--- src/rtl/dma_page_addr.sv ---
module dma_page_addr #(
  parameter int IOA_W = 8,
  parameter int CA_W  = 16,
  parameter int PG_W  = 8,
  parameter logic [IOA_W-1:0] IO_BASE = 8'h80
) (
  input  logic                  clk,
  input  logic                  rst_n,
  input  logic                  io_wr,
  input  logic                  io_rd,
  input  logic [IOA_W-1:0]      io_addr,
  input  logic [PG_W-1:0]       io_wdata,
  output logic [PG_W-1:0]       io_rdata,
  input  logic                  dma_act,
  input  logic [2:0]            dma_ch,
  input  logic [CA_W-1:0]       dma_addr,
  output logic [CA_W+PG_W-1:0]  sys_addr,
  output logic                  bhe,
  output logic                  addr_oe
);
  localparam int SA_W  = CA_W + PG_W;
  localparam int NSLOT = 8;

  // slot 4 holds the refresh page; channel 4 has none
  function automatic logic [3:0] slot_of(input logic [3:0] lo);
    case (lo)
      4'h7: slot_of = 4'b1_000;
      4'h3: slot_of = 4'b1_001;
      4'h1: slot_of = 4'b1_010;
      4'h2: slot_of = 4'b1_011;
      4'hF: slot_of = 4'b1_100;
      4'hB: slot_of = 4'b1_101;
      4'h9: slot_of = 4'b1_110;
      4'hA: slot_of = 4'b1_111;
      default: slot_of = 4'b0_000;
    endcase
  endfunction

  logic [PG_W-1:0] page [NSLOT];
  logic [3:0]      sel;
  logic            hit;

  assign sel = slot_of(io_addr[3:0]);
  assign hit = (io_addr[IOA_W-1:4] == IO_BASE[IOA_W-1:4]) && sel[3];

  always_ff @(posedge clk) begin
    if (!rst_n) begin
      for (int i = 0; i < NSLOT; i++) page[i] <= '0;
    end else if (io_wr && hit) begin
      page[sel[2:0]] <= io_wdata;
    end
  end

  assign io_rdata = (io_rd && hit) ? page[sel[2:0]] : '0;

  logic            drive, word;
  logic [PG_W-1:0] pg;
  logic [SA_W-1:0] byte_addr, word_addr;

  assign drive     = dma_act && (dma_ch != 3'd4);
  assign word      = dma_ch[2];
  assign pg        = page[dma_ch];
  assign byte_addr = {pg, dma_addr};
  assign word_addr = {pg[PG_W-1:1], dma_addr, 1'b0};

  assign addr_oe  = drive;
  assign sys_addr = !drive ? '0 : (word ? word_addr : byte_addr);
  assign bhe      = drive && !word && !dma_addr[0];
endmodule


--- config.mk ---
export PLATFORM = sky130hd
export DESIGN_NAME = dma_page_addr
export DESIGN_NICKNAME = d
export VERILOG_FILES = /design/src/rtl/dma_page_addr.sv
export SDC_FILE = /design/constraint.sdc
export NUM_CORES = 1
export LEC_CHECK = 0
export ABC_AREA = 1
export BUFFER_PORTS_ARGS = -buffer_cell sky130_fd_sc_hd__buf_2
export CAP_MARGIN = 5
export CORE_MARGIN = 2
export CORE_UTILIZATION = 50
export DETAILED_ROUTE_END_ITERATION = 8
export GPL_TIMING_DRIVEN = 0
export PLACE_DENSITY = 0.73
export RECOVER_POWER = 25
export SYNTH_ARGS = -nofsm -noshare
export SYNTH_HDL_FRONTEND = slang
export SYNTH_SLANG_ARGS = --single-unit
--- constraint.sdc ---
create_clock -name clk -period 5.2 [get_ports clk]
set_input_delay 0.26 -clock clk [delete_from_list [all_inputs] [get_ports clk]]
set_output_delay 0.26 -clock clk [all_outputs]
set_load 0.03 [all_outputs]
==> results of run 1 <==
kinds of logic after synthesis:
group | after synthesis | share of synthesized area
fa+ha+maj | 2 | 0.00628
compound gates | 72 | 0.0911
simple gates | 329 | 0.333
buf+inv | 90 | 0.0873
flops | 64 | 0.483
layout make-up:
cell class	instances	area (um2)	share of cell area
buffer	25	100	0.0220
clock buffer	9	124	0.0272
clock inverter	4	15.0	0.00329
inverter	65	244	0.0535
multi-input combinational	403	1680	0.369
sequential	64	1920	0.422
tap	102	128	0.0280
timing repair buffer	70	345	0.0758
cells in the final DEF, fill, tap and decap left out:
cell type	n
or2_2	1
nand2_1	202
buf_1	2
o21ai_0	45
inv_1	64
nor2_2	1
clkinv_1	4
o22ai_1	2
nand3_2	2
edfxtp_1	64
nor2_1	92
nor3_1	1
clkbuf_8	9
clkbuf_1	22
nand2_2	1
ha_1	2
buf_2	71
nand3_1	29
a21oi_1	25
inv_2	1
routing by layer:
layer,vias to the layer above,GRT usage,share of wire
li1,1922,-,-
met1,1865,0.345,0.40
met2,245,0.456,0.46
met3,36,0.0604,0.096
met4,0,0.148,0.036
met5,-,0,0
per-stage QoR:
step,hold WS [ps],std cells
2_1_floorplan,549,557
3_3_place_gp,699,729
3_5_place_dp,712,729
4_1_cts,361,742
5_1_grt,379,742
6_report,364,742
synth_stat cells (all sizes together):
cell    count
nand2     203
nor2       93
inv        65
edfxtp     64
o21ai      45
nand3      31
a21oi      25
clkbuf     16
buf         9
ha          2
o22ai       2
nor3        1
or2         1
worst max-delay path, stage by stage:
cell and delay (ps):
clkbuf_1 100, clkbuf_1 290, inv_1 200, ha_1 230, nand2_1 100, nand2_1 100
inv_1 80, nand2_1 50, nor2_1 530, nand3_1 470, nand2_1 440
worst paths after layout:
check | cells past startpoint | slack [ps] | endpoint
setup / recovery | 11 | 2340 | page[4][6]
hold / removal | 3 | 360 | page[0][6]
power by group:
group | internal [mW] | total [mW] | switching [mW]
sequential | 0.593 | 0.604 | 0.0112
clock | 0.158 | 0.336 | 0.178
combinational | 0.0632 | 0.227 | 0.164
total | 0.814 | 1.17 | 0.353
==> flow_metrics.py, run 1 <==
metrics = {
    "synthesis": {
        "ys_types": 20,
        "ys_ff_latch": 64,
        "synthesis.nets": 599,
        "syn_inst": 557,
        "ys_top_cells_by_area": "edfxtp_1 48%, nand2_1 19%, nor2_1 8.6%",
        "syn-cell-area_mm2": 0.00398,
        "ys_warn_count": 0,
        "yosysSeqAreaShare": 0.483,
        "synth_top_area_frac": 0.483,
        "avgSynthCellArea_um2": 7.15,
        "synth_area_leader_cell": "edfxtp_1",
    },
    "worst_setup_path": {
        "crit_type": "primary input to flip-flop",
        "cp-start-kind": "primary input",
        "cp_max_fo": 9,
        "startpoint": "io_addr[1]",
        "cp_data_required_time_ps": 5200,
        "crit_path_end_kind": "flip-flop",
        "arrival_ps": 2860,
    },
    "place": {
        "gp_congestion": 0.931,
        "hpwlAfterDp_mm": 8.80,
        "numPortBuffers": 70,
        "dpl_cell_area_mm2": 0.00446,
        "pre_cts_ws_ps": 2520,
    },
    "floorplan": {
        "start_util": 0.515,
        "fp.coreArea_mm2": 0.00773,
        "die_w_um": 93.2,
        "die_h_um": 93.2,
        "ioPinCount": 74,
        "num_rows": 32,
        "die-area_mm2": 0.00869,
    },
    "clock_network": {
        "cts-hold-fix-buffers": 0,
        "ctsResizeCount": 0,
        "clk_transition_reported_paths_ps": 60,
        "cts-root-buf": "clkbuf_8",
        "clkSinkCount": 64,
        "cts_max_path_buffers": 2,
        "cts_inserted_buffers": 9,
        "post_cts_buffers": 0,
        "htreeDepth": 3,
        "tritoncts": "yes",
    },
    "sta": {
        "fin_crit_ps": 2860,
        "setup_violations": 0,
        "max_freq_ghz": 0.350,
        "slew_viol_final": 0,
        "fin_tns_setup_ps": 0,
        "setup_slack_ps": 2340,
        "tightest_slew_ps": 683,
        "timing.final.crit_share": 0.550,
        "finalHoldViolations": 0,
        "relSlewSlack": 0.543,
        "rsz0062_at_grt": "no",
    },
    "grt": {
        "antenna_found_initial": 0,
        "grt_pass1_vias": 3841,
        "grt_start_max_net_pins": 11,
        "grt_pass1_wl_mm": 18.2,
        "grt_overflow": 0,
        "grt_use_total": 0.279,
    },
    "drt": {
        "drt-wirelength-per-cell_um": 15.9,
        "wl_mm": 11.8,
        "drtIter0Drc": 469,
        "drcViolationCount": 0,
        "vias_per_cell": 5.48,
        "antenna_left": 0,
        "first_pass_iters": 5,
        "vias": 4068,
    },
    "power_and_ir_drop": {
        "peakVddDrop_uv": 151,
        "finalPower_mw": 1.17,
        "power_density_mw_per_mm2": 256,
        "leakagePower_nw": 2.32,
    },
    "worst_hold_path": {
        "min-delay-start": "io_wdata[6]",
        "hold_class": "primary input to flip-flop",
    },
    "finish": {
        "final_cell_area_mm2": 0.00456,
        "post-route-util": 0.590,
        "antenna_cells": 0,
        "fillerInstances": 759,
        "nNetsFinal": 680,
        "layout-drive-gt1-share": 0.134,
        "largest_reg_flops": 64,
        "reg.largest.list": "page (64)",
        "area_growth_pct": 14.5,
        "largest-register": "page",
    },
    "run_status": {
        "status": "completed",
    },
    "flow_run": {
        "maxCapViolCount": 0,
    },
}
Power figures use the tool's default switching activity.
==> inputs of run 2 (changes only) <==
Settings changed: PLACE_DENSITY 0.73 to 0.76.
Clock period 5.2 ns to 2.5 ns, I/O delays scaled along.
==> run 2 against run 1 <==
Compared with the run above: core utilization grew 0.18 points; flip-flop and latch count unchanged; non-clock buffer count unchanged; critical path type is now primary input to primary output; die area stayed put.
==> flow_metrics.py, run 2 (same netlist as run 1, synthesis figures left out) <==
metrics = {
    "grt": {
        "grt_pass1_wl_mm": 18.0,
        "grt_use_total": 0.276,
        "antenna_found_initial": 0,
        "grt_start_max_net_pins": 11,
        "grt_pass1_vias": 3954,
        "grt_overflow": 0,
    },
    "sta": {
        "finalHoldViolations": 0,
        "rsz0062_at_grt": "no",
        "tightest_slew_ps": 617,
        "timing.final.crit_share": 0.917,
        "max_freq_ghz": 0.436,
        "fin_crit_ps": 2290,
        "slew_viol_final": 0,
        "fin_tns_setup_ps": 0,
        "relSlewSlack": 0.588,
        "setup_violations": 0,
    },
    "drt": {
        "drtIter0Drc": 426,
        "vias": 4110,
        "drt-wirelength-per-cell_um": 16.1,
        "antenna_left": 0,
        "drcViolationCount": 0,
        "first_pass_iters": 6,
        "wl_mm": 11.9,
        "vias_per_cell": 5.54,
    },
    "floorplan": {
        "die_h_um": 93.2,
        "fp.coreArea_mm2": 0.00773,
        "num_rows": 32,
        "ioPinCount": 74,
        "die-area_mm2": 0.00869,
        "start_util": 0.515,
        "die_w_um": 93.2,
    },
    "worst_setup_path": {
        "slowest_stage": "clkbuf_1",
        "cp_max_fo": 10,
        "arrival_ps": 2170,
        "cp_top_family": "buffers and inverters",
        "cp-start-kind": "primary input",
        "path_buf_inv": 6,
        "cp_data_required_time_ps": 2380,
        "slowest_delay_ps": 380,
        "crit_type": "primary input to primary output",
        "crit_path_end_kind": "primary output",
        "crit_chain": "clkbuf_1 > clkbuf_2 > inv_1 > ha_1 > nand2_2 > inv_1 > clkbuf_1 > nand3_1 > nand2_1 > nor2_1 > nor2_1 > buf_2",
    },
    "finish": {
        "reg.largest.list": "page (64)",
        "layout_commonest_cell": "nand2_1",
        "area_growth_pct": 14.8,
        "largest_reg_flops": 64,
        "antenna_cells": 0,
        "multiInputGateArea_mm2": 0.00170,
        "layout.cells.non_filler": 742,
        "fillerInstances": 723,
        "layout-drive-gt1-share": 0.131,
        "final_cell_mix": "200 x nand2_1, 91 x nor2_1, 64 x inv_1, 64 x edfxtp_1, 63 x buf_2",
        "largest-register": "page",
        "seqCellArea_mm2": 0.00192,
        "final_cell_area_mm2": 0.00457,
        "nNetsFinal": 680,
    },
    "clock_network": {
        "tritoncts": "yes",
        "htreeDepth": 3,
        "post_cts_buffers": 0,
        "ctsResizeCount": 0,
        "cts_inserted_buffers": 9,
        "clkSinkCount": 64,
        "cts_max_path_buffers": 2,
        "clk_transition_reported_paths_ps": 60,
        "cts-root-buf": "clkbuf_8",
        "cts-hold-fix-buffers": 0,
    },
    "place": {
        "hpwlAfterDp_mm": 8.88,
        "gp_congestion": 0.921,
        "dpl_cell_area_mm2": 0.00446,
        "dp.cells": 729,
        "numPortBuffers": 70,
    },
    "power_and_ir_drop": {
        "p_sw_uw": 745,
        "p_comb_frac": 0.194,
        "power_density_mw_per_mm2": 533,
        "p_seq_frac": 0.516,
        "leakagePower_nw": 2.30,
        "internal_power_mw": 1.69,
        "peakVddDrop_uv": 457,
        "switching_share": 0.306,
        "p_clk_frac": 0.290,
    },
    "flow_run": {
        "maxCapViolCount": 0,
    },
    "worst_hold_path": {
        "hold_class": "primary input to flip-flop",
    },
    "run_status": {
        "status": "completed",
    },
}
[run 2: cell types whose count changed in the layout (fill, tap and decap cells not counted), sizes merged]
| cell | delta |
|---|---|
| clkbuf | +8 |
| buf | -8 |
[run 2: worst paths after layout]
path	start	end	depth (start not counted)	slack, ps
max	io_addr[1]	io_rdata[6]	12	210
min	io_wdata[6]	page[4][6]	3	220
[run 2: area by class of cell]
type	count	share of cell area
Inverter	65	0.0534
Clock buffer	9	0.0271
Sequential cell	64	0.420
Multi-Input combinational cell	403	0.372
Timing Repair Buffer	70	0.0739
Clock inverter	4	0.00328
Tap cell	102	0.0279
Buffer	25	0.0216
[run 2: power groups by stage]
stage	Clock [mW]	Sequential (mW)	Combinational, mW
3_5_place_dp	0	1.28	0.466
2_1_floorplan	0	1.27	0.315
6_report	0.706	1.26	0.473
5_1_grt	0.739	1.26	0.517
4_1_cts	0.695	1.26	0.467
3_3_place_gp	0	1.28	0.455
[run 2: tightest hold or removal path, cell delays in order]
cell    delay, ps
buf_2          70
inv_1         120
nor2_1        120
[run 2: layer usage]
| layer | wire (um) | global-route usage |
|---|---|---|
| met1 | 4630 | 0.321 |
| met2 | 5760 | 0.477 |
| met3 | 1120 | 0.0580 |
| met4 | 412 | 0.143 |
| met5 | 0 | 0 |
[run 2: metrics by stage]
step | power [mW] | worst slack [ps] | util | hold WS [ps]
after detailed placement | 1.74 | 26.5 | 0.577 | 540
final | 2.44 | 208 | 0.592 | 216
after CTS | 2.42 | 320 | 0.595 | 222
after global placement | 1.73 | 68.4 | 0.577 | 537
after global routing | 2.52 | 76.1 | 0.592 | 223
after floorplan | 1.58 | 642 | - | 362
==> inputs of run 3 (changes only) <==
--- a/config.mk
+++ b/config.mk
@@ -10,8 +10,8 @@
 export CAP_MARGIN = 5
 export CORE_MARGIN = 2
-export CORE_UTILIZATION = 50
+export CORE_UTILIZATION = 51
 export DETAILED_ROUTE_END_ITERATION = 8
 export GPL_TIMING_DRIVEN = 0
-export PLACE_DENSITY = 0.76
+export PLACE_DENSITY = 0.77
 export RECOVER_POWER = 25
 export SYNTH_ARGS = -nofsm -noshare
==> constraint.sdc (replaced) <==
create_clock -name clk -period 2.5 [get_ports clk]
set_input_delay 0 -clock clk [delete_from_list [all_inputs] [get_ports clk]]
set_output_delay 0 -clock clk [all_outputs]
set_load 0.03 [all_outputs]
==> run 3 against run 2 <==
Compared with the run above: clock power grew 50%; highest routed layer unchanged; critical path type is now primary input to flip-flop; critical endpoint is now page[1][7]; flip-flop and latch count unchanged; sequential power about the same; combinational power barely moved; largest power group unchanged.
==> flow_metrics.py, run 3 (same netlist as run 1, synthesis figures left out) <==
metrics = {
    "finish": {
        "reg.largest.list": "page (64)",
        "layout-drive-gt1-share": 0.123,
        "area_growth_pct": 16.9,
        "nNetsFinal": 680,
        "final_cell_area_mm2": 0.00465,
        "post-route-util": 0.609,
        "antenna_cells": 0,
        "largest_reg_flops": 64,
        "layout_commonest_cell": "nand2_1",
        "largest-register": "page",
        "fillerInstances": 700,
        "final_cell_mix": "202 x nand2_1, 91 x nor2_1, 64 x edfxtp_1",
    },
    "run_status": {
        "status": "completed",
    },
    "drt": {
        "drt-wirelength-per-cell_um": 15.9,
        "wl_mm": 11.8,
        "drcViolationCount": 0,
        "vias": 3996,
        "first_pass_iters": 5,
        "antenna_left": 0,
        "drtIter0Drc": 343,
        "vias_per_cell": 5.36,
    },
    "clock_network": {
        "post_cts_buffers": 0,
        "cts_inserted_buffers": 9,
        "clk_transition_reported_paths_ps": 70,
        "clkSinkCount": 64,
        "tritoncts": "yes",
        "ctsResizeCount": 0,
        "cts_max_path_buffers": 2,
        "cts-root-buf": "clkbuf_8",
        "htreeDepth": 3,
        "cts-hold-fix-buffers": 0,
    },
    "sta": {
        "fin_tns_setup_ps": 0,
        "finalHoldViolations": 0,
        "fin_crit_ps": 2140,
        "setup_violations": 0,
        "tightest_slew_ps": 660,
        "max_freq_ghz": 0.468,
        "setup_slack_ps": 363,
        "rsz0062_at_grt": "no",
        "relSlewSlack": 0.560,
        "timing.final.crit_share": 0.855,
        "slew_viol_final": 0,
    },
    "place": {
        "dpl_cell_area_mm2": 0.00446,
        "numPortBuffers": 70,
        "gp_congestion": 0.945,
        "hpwlAfterDp_mm": 8.80,
        "pre_cts_ws_ps": 175,
    },
    "grt": {
        "grt_pass1_vias": 3801,
        "grt_use_total": 0.283,
        "grt.met2_usage": 0.491,
        "antenna_found_initial": 0,
        "grt_start_max_net_pins": 12,
        "grt_overflow": 0,
        "grt_pass1_wl_mm": 18.1,
        "grt_util_met3": 0.0610,
        "busiest_layer": "met2",
        "globalRouteMet1Util": 0.338,
    },
    "worst_setup_path": {
        "slowest_stage": "clkbuf_1",
        "slowest_delay_ps": 400,
        "path_buf_inv": 4,
        "crit_chain": "clkbuf_1 > clkbuf_2 > inv_1 > ha_1 > nand2_1 > nand3_1 > clkbuf_1 > nand2_1 > nor2_1 > nand2_1 > nand2_1",
        "cp_max_fo": 10,
        "crit_type": "primary input to flip-flop",
        "crit_path_end_kind": "flip-flop",
        "arrival_ps": 2140,
        "cp-start-kind": "primary input",
        "cp_top_family": "simple AND/OR/NAND/NOR gates",
        "cpMostUsedCell": "nand2_1",
        "cp_data_required_time_ps": 2510,
    },
    "power_and_ir_drop": {
        "power_density_mw_per_mm2": 598,
        "leakagePower_nw": 2.30,
        "peakVddDrop_uv": 534,
    },
    "flow_run": {
        "maxCapViolCount": 0,
    },
    "floorplan": {
        "die_w_um": 92.4,
        "ioPinCount": 74,
        "start_util": 0.521,
        "fp.coreArea_mm2": 0.00765,
        "num_rows": 32,
        "die-area_mm2": 0.00853,
        "die_h_um": 92.4,
    },
    "worst_hold_path": {
        "hold_class": "primary input to flip-flop",
        "hold_depth": 3,
        "min-delay-start": "io_wdata[6]",
        "min_to": "page[0][6]",
    },
}
## run 3: cell types whose count changed in the layout (fill, tap and decap cells not counted), sizes merged
cell,delta
bufinv,+3
clkinvlp,+1
clkinv,-2
clkbuf,+12
buf,-11
## run 3: final cells by class
type / count / area [um2] / area share
tap: 102 / 128 / 0.0274
multi-input combinational: 403 / 1700 / 0.366
timing repair buffer: 70 / 324 / 0.0696
inverter: 65 / 244 / 0.0524
sequential: 64 / 1920 / 0.413
buffer: 25 / 98.8 / 0.0212
clock buffer: 10 / 128 / 0.0274
clock inverter: 6 / 108 / 0.0231
## run 3: through the flow
step           hold slack (ps)  power, mW  std cells
2_1_floorplan              112       1.58        557
3_3_place_gp               288       1.73        729
3_5_place_dp               290       1.74        729
4_1_cts                   87.3       2.78        745
5_1_grt                   97.6       2.87        745
6_report                  95.4       2.78        745
## run 3: how the worst max path moves through the flow
stage               startpoint    endpoint  slack, ps  cells after the start
finish              io_addr[1]  page[1][7]        360                     11
global route        io_addr[1]  page[1][6]        170                     11
CTS                 io_addr[1]  page[2][2]        550                     10
detailed placement  io_addr[1]  page[2][3]        170                     10
global placement    io_addr[1]  page[4][5]        190                      9
floorplan           io_addr[1]  page[4][0]        770                      8
## run 3: report_power, final
| group | internal (mW) | leakage, nW | switching [mW] |
|---|---|---|---|
| Clock | 0.659 | 0.116 | 0.398 |
| Combinational | 0.126 | 1.57 | 0.345 |
| Sequential | 1.23 | 0.607 | 0.0244 |
| Total | 2.02 | 2.30 | 0.768 |
## run 3: layer usage
layer,wire length (um),vias up
met1,4630,1796
met4,286,0
met5,0,-
li1,-,1926
met2,5680,247
met3,1210,27
